[config.mk]
export PLATFORM = sky130hd
export DESIGN_NAME = cmd_front
export DESIGN_NICKNAME = d
export VERILOG_FILES = /design/src/rtl/cmd_front.sv
export SDC_FILE = /design/constraint.sdc
export NUM_CORES = 1
export LEC_CHECK = 0
export ABC_AREA = 1
export BUFFER_PORTS_ARGS = -buffer_cell sky130_fd_sc_hd__clkbuf_2
export CAP_MARGIN = 20
export CORE_AREA = 3 3 197 199
export DETAILED_ROUTE_END_ITERATION = 8
export DIE_AREA = 0 0 200 202
export GPL_TIMING_DRIVEN = 0
export PLACE_DENSITY_LB_ADDON = 0.3
export SLEW_MARGIN = 15
export SYNTH_ARGS = -nofsm -noshare
export SYNTH_HDL_FRONTEND = slang
export SYNTH_SLANG_ARGS = --single-unit
[constraint.sdc]
create_clock -name clk -period 2.83 [get_ports clk]
set_clock_uncertainty 0.15 [all_clocks]
set_input_delay 0.283 -clock clk [delete_from_list [all_inputs] [get_ports clk]]
set_output_delay 0.283 -clock clk [all_outputs]
set_load 0.02 [all_outputs]
[src/rtl/cmd_front.sv]
module cmd_front #(
  parameter int RESP_TMO = 64
) (
  input  logic         clk,
  input  logic         rst_n,
  input  logic         arg_we,
  input  logic [31:0]  arg_wdata,
  input  logic         cmd_we,
  input  logic [15:0]  cmd_wdata,
  input  logic         cmd_in,
  input  logic         dat0_in,
  output logic         cmd_out,
  output logic         cmd_oe,
  output logic         busy,
  output logic [127:0] resp,
  output logic         resp_end,
  output logic         illegal,
  output logic         err_to,
  output logic         err_idx,
  output logic         err_crc,
  output logic         err_end,
  output logic         dec_data,
  output logic         dec_read,
  output logic         dec_multi,
  output logic         dec_app
);
  localparam int TW = $clog2(RESP_TMO + 1);

  typedef enum logic [2:0] {S_IDLE, S_TX, S_WAIT, S_RX, S_BUSY} st_t;

  st_t          st;
  logic [31:0]  arg_q;
  logic [15:0]  cmd_q;
  logic [47:0]  txsr;
  logic [7:0]   cnt;
  logic [TW-1:0] tmo;
  logic [6:0]   rcrc;
  logic [5:0]   ridx;

  function automatic logic [6:0] crc7_of(input logic [39:0] d);
    logic [6:0] c;
    logic fb;
    c = '0;
    for (int i = 39; i >= 0; i--) begin
      fb = d[i] ^ c[6];
      c  = {c[5:0], 1'b0} ^ (fb ? 7'h09 : 7'h00);
    end
    return c;
  endfunction

  wire [5:0] w_idx  = cmd_wdata[5:0];
  wire [2:0] w_rt   = cmd_wdata[10:8];
  wire       w_bad  = (w_rt < 3'd3) || (cmd_wdata[11] && (w_idx == 6'd12 || w_rt == 3'd3));
  wire       launch = cmd_we && (st == S_IDLE) && !w_bad;
  wire [39:0] hdr   = {2'b01, w_idx, arg_q};

  wire [2:0] rt      = cmd_q[10:8];
  wire       long_r  = (rt == 3'd6);
  wire [7:0] last_b  = long_r ? 8'd135 : 8'd47;
  wire       in_crc  = long_r ? (cnt >= 8'd8 && cnt <= 8'd134) : (cnt <= 8'd46);
  wire       in_pay  = (cnt >= 8'd8) && (long_r ? (cnt <= 8'd127) : (cnt <= 8'd39));
  wire       in_idx  = (cnt >= 8'd2) && (cnt <= 8'd7);
  wire       crc_fb  = cmd_in ^ rcrc[6];
  wire [6:0] crc_nx  = {rcrc[5:0], 1'b0} ^ (crc_fb ? 7'h09 : 7'h00);

  assign cmd_out   = txsr[47];
  assign cmd_oe    = (st == S_TX);
  assign busy      = (st != S_IDLE);
  assign dec_data  = cmd_q[11];
  assign dec_read  = cmd_q[12];
  assign dec_multi = cmd_q[13];
  assign dec_app   = (cmd_q[7:6] == 2'b01);

  always_ff @(posedge clk) begin
    if (!rst_n) begin
      st       <= S_IDLE;
      arg_q    <= '0;
      cmd_q    <= '0;
      txsr     <= '0;
      cnt      <= '0;
      tmo      <= '0;
      rcrc     <= '0;
      ridx     <= '0;
      resp     <= '0;
      resp_end <= 1'b0;
      illegal  <= 1'b0;
      err_to   <= 1'b0;
      err_idx  <= 1'b0;
      err_crc  <= 1'b0;
      err_end  <= 1'b0;
    end else begin
      resp_end <= 1'b0;
      err_to   <= 1'b0;
      err_idx  <= 1'b0;
      err_crc  <= 1'b0;
      err_end  <= 1'b0;
      illegal  <= cmd_we && (st != S_IDLE || w_bad);
      if (arg_we) arg_q <= arg_wdata;
      case (st)
        S_IDLE: begin
          if (launch) begin
            cmd_q <= cmd_wdata;
            txsr  <= {hdr, crc7_of(hdr), 1'b1};
            cnt   <= '0;
            st    <= S_TX;
          end
        end
        S_TX: begin
          txsr <= {txsr[46:0], 1'b0};
          cnt  <= cnt + 8'd1;
          if (cnt == 8'd47) begin
            if (rt == 3'd3) begin
              st       <= S_IDLE;
              resp_end <= 1'b1;
            end else begin
              st  <= S_WAIT;
              tmo <= '0;
            end
          end
        end
        S_WAIT: begin
          if (!cmd_in) begin
            st   <= S_RX;
            cnt  <= 8'd1;
            rcrc <= '0;
            if (long_r) resp <= '0;
          end else if (tmo == TW'(RESP_TMO - 1)) begin
            st     <= S_IDLE;
            err_to <= 1'b1;
          end else begin
            tmo <= tmo + 1'b1;
          end
        end
        S_RX: begin
          cnt <= cnt + 8'd1;
          if (in_crc) rcrc <= crc_nx;
          if (in_idx) ridx <= {ridx[4:0], cmd_in};
          if (in_pay) resp <= {resp[126:0], cmd_in};
          if (cnt == last_b) begin
            err_end <= !cmd_in;
            err_crc <= (rt != 3'd7) && (rcrc != 7'd0);
            err_idx <= (rt == 3'd4 || rt == 3'd5) && (ridx != cmd_q[5:0]);
            if (rt == 3'd5) begin
              st <= S_BUSY;
            end else begin
              st       <= S_IDLE;
              resp_end <= 1'b1;
            end
          end
        end
        S_BUSY: begin
          if (dat0_in) begin
            st       <= S_IDLE;
            resp_end <= 1'b1;
          end
        end
        default: st <= S_IDLE;
      endcase
    end
  end

  AST_FRAME_START_ZERO: assert property (@(posedge clk) disable iff (!rst_n)
    $rose(cmd_oe) |-> !cmd_out);
  AST_CMD_HELD_WHILE_BUSY: assert property (@(posedge clk) disable iff (!rst_n)
    (busy && $past(busy)) |-> $stable(cmd_q));
  AST_REFUSED_NO_LAUNCH: assert property (@(posedge clk) disable iff (!rst_n)
    (illegal && !$past(busy)) |-> !busy);
  AST_LONG_TOP_ZERO: assert property (@(posedge clk) disable iff (!rst_n)
    (resp_end && cmd_q[10:8] == 3'd6) |-> (resp[127:120] == 8'd0));
  AST_TIMEOUT_ENDS_CMD: assert property (@(posedge clk) disable iff (!rst_n)
    err_to |-> (!resp_end && !busy));
  AST_BUSY_RELEASE: assert property (@(posedge clk) disable iff (!rst_n)
    ($past(st == S_BUSY) && !busy) |-> resp_end);
endmodule

==> impl_results.md <==
* Least-Margin Pin Slew at 1.00 ns
* Overall Power at 12100 uW
* Total Routed Length at 35000 um
* Placed cell count at 2242
* Global-route wire length before repair at 54100 um
* Diode count at 0
* GR Util met2 at 25.2%
* Clock latency on the worst-skew pair at 0.55 ns
* # DRC at 0
* Req. time, crit path at 3.10 ns
* DIE WIDTH at 200 um
* Final instance count without filler cells at 2352
* Crit share post-route at 95.3%
* Synthesized area at 11200 um2
* GRT met3 Usage at 4.90%
* Yosys warns at 0
* Power Density at 801 nW/um2
* Initial core utilization at 29.8%
* Maximum clock rate at 371 MHz
* Hold Path Depth at 4
* Worst hold path startpoint: arg_we
* Global route total overflow at 0
* Layout cells sized above 1 at 24.0%
* Post-DP HPWL at 24500 um
* Total CTS buffers at 31
* # nets final at 1877
* R2r endpoint: txsr[1]$_SDFFE_PN0P_
* Setup CP Type: primary input to flop
* IO Port Bufs at 190
* P&R area growth vs syn at 35.9%
* Unrepaired setup endpoints after global routing: true
* Vias per inst at 4.81
* Worst Hold Path EP: arg_q[31]$_SDFFE_PN0P_
* Final setup viols at 0
* Setup TNS at 0 ns
* Total track usage at 16.3%
* Via count at 11306
* Root buffer cell: clkbuf_16
* Crit Path Max Fanout at 5
* Antenna violations before repair at 0
* Clock Sinks at 259
* Area of the multi-input gates at 5900 um2
* Max Cap Viol at 0
* GR peak layer: met2
* Slew margin rel. at 33.3%
* Crit start category: primary input
* Hold crit path type: primary input to flop
* Core area at 37400 um2
* Vias in the first global route at 10430
* H-tree Lvls at 1
* Largest net degree at the start of global routing at 15
* Reg2Reg Depth at 25
* Site row count at 71
* Clk slew on worst S/H paths at 0.06 ns
* Status: completed
* Worst setup EP type: flop
* Initial DRT Pass Iterations at 5
* Synth cell types at 37
* DIE AREA at 40400 um2
* DP Area at 12700 um2
* Number of DRC markers in iteration 0 at 549
* CTS tree: done
* R2r setup slk at 0.14 ns
* # fillers at 3813
* Register Area at 5190 um2
* Fin crit period at 2.70 ns
* ANT nets after route at 0
* Slew Viols, Final at 0
* Routability cong. at 0.838
* CP arrival at 2.97 ns
* Critical R2R Launch: arg_q[29]$_SDFFE_PN0P_
* Fin. Hold Viols at 0
* Clock buffer depth at 3
* Die height at 202 um
* Post-Synthesis Cells at 1541
* Synth Register Bits at 259
* Post-layout instance area at 15200 um2
* Leak at 0.00669 uW
* Syn Area/Cell at 7.24 um2
* Synthesized net count at 1598
* Peak VDD IR at 0.410 mV
* Sequential area share after synthesis at 46.5%
* Top-Level Pins at 195
* Met1 usage at 22.1%
* Routed WL per cell at 14.9 um
* WHS at 0.0915 ns
through the flow:
stage          setup slack (ns)  utilization, %
2_1_floorplan             0.519               -
3_3_place_gp            -0.0807            34.1
3_5_place_dp             -0.126            34.1
4_1_cts                0.000722            38.3
5_1_grt                 -0.0596            40.5
6_report                  0.132            40.5
metal layers:
| layer | vias to the layer above | share of wire [%] |
|---|---|---|
| li1 | 5710 | - |
| met5 | - | 0 |
| met2 | 283 | 44 |
| met3 | 60 | 7.7 |
| met1 | 5253 | 46 |
| met4 | 0 | 2.5 |
Yosys cell counts (all sizes together):
cell	count	area share, %
xnor2	8	0.63
nor2	231	7.8
nand2	245	9.3
a21oi	193	8.7
nand3	82	4.0
dfxtp	259	46
clkinv	1	0.034
clkbuf	72	2.4
nand4	2	0.11
nor4	2	0.11
buf	22	0.84
o21a	3	0.20
nor3	17	0.81
nor3b	5	0.34
o31ai	1	0.067
ha	3	0.34
o21ai	219	9.8
a211oi	40	2.7
o22ai	1	0.056
nand3b	1	0.067
inv	114	3.8
a32oi	1	0.079
o211a	1	0.090
xor2	5	0.39
o211ai	1	0.067
o221ai	1	0.079
o2111ai	1	0.079
a31oi	10	0.56
critical path: stages:
cell,delay (ns)
dlygate4sd3_1,0.55
buf_6,0.13
inv_4,0.04
nand2_2,0.08
nand2_2,0.07
nand2_4,0.11
nand2_4,0.07
nand2_2,0.09
nand2_2,0.08
nand2_4,0.10
nand2_4,0.08
nand2_2,0.10
nand2_1,0.09
nand2_4,0.13
nand2_8,0.09
nand2_4,0.08
nand2_4,0.06
nand2_2,0.08
inv_2,0.05
nor2_4,0.09
nand3_1,0.09
nand2_2,0.09
nand2_2,0.07
nand3_2,0.08
nor2_1,0.04
nor2_1,0.10
nor2_1,0.04
how the worst max path moves through the flow:
stage | start | slack, ns | cells after the start | to
after floorplan | cmd_wdata[3] | 0.52 | 23 | txsr[1]$_SDFFE_PN0P_
after global routing | arg_q[29]$_SDFFE_PN0P_ | -0.06 | 25 | txsr[5]$_SDFFE_PN0P_
final | cmd_wdata[4] | 0.13 | 27 | txsr[1]$_SDFFE_PN0P_
after CTS | st[0]$_SDFFE_PN0P_ | 0.0007 | 11 | txsr[15]$_SDFFE_PN0P_
after global placement | st[0]$_SDFFE_PN0P_ | -0.08 | 11 | txsr[15]$_SDFFE_PN0P_
after detailed placement | st[0]$_SDFFE_PN0P_ | -0.13 | 11 | txsr[14]$_SDFFE_PN0P_
registers in the layout, summed over array words and instances (netlist names):
signal and cells:
arg_q 32, ridx 6, st 3, err_idx 1, err_end 1, resp 128, cmd_q 14, err_crc 1
err_to 1, resp_end 1, illegal 1, tmo 7, rcrc 7, txsr 48, cnt 8
timing repair:
item                       4_1_cts  5_1_grt
setup endpoints to repair      124      161
hold endpoints to repair        54        0
gates resized for setup          3      213
pin swaps                        0       70
buffers inserted                 0        8
hold buffers                    49        0
cells by family (layout without fill, tap and decap cells):
family          Yosys count  count (layout)  share of synthesized area, %
simple gates            585             585                          22.5
compound gates          472             472                          22.5
flops                   259             259                          46.5
buf+inv                 209             509                          7.14
xor+xnor                 13              13                          1.02
fa+ha+maj                 3               3                         0.337
layout by cell type, fill, tap and decap left out, types with 6 or more instances in the layout:
master and count:
a211oi_1 40, a21oi_1 191, a31oi_1 10, buf_1 14, buf_4 9, bufinv_16 6, clkbuf_1 74, clkbuf_16 31
clkbuf_2 192, clkinv_2 6, dfxtp_1 257, dlygate4sd3_1 45, inv_1 91, inv_2 19, nand2_1 140, nand2_2 58
nand2_4 46, nand3_1 46, nand3_2 23, nand3_4 13, nor2_1 222, nor3_1 15, o21ai_0 216
cell type report:
type,instances,area share (%)
clock buffers,41,5.70
multi-input cells,1073,38.9
inverters,115,2.93
clock inverters,13,1.44
flip-flops and latches,259,34.2
repair buffers,246,10.1
well taps,511,4.22
plain buffers,94,2.48
report_power, final:
group | internal, uW | switching (uW) | total [uW]
Sequential | 4040 | 228 | 4270
Clock | 2660 | 1540 | 4210
Combinational | 1250 | 2420 | 3670
No activity file was read; power rests on OpenSTA's default activity.
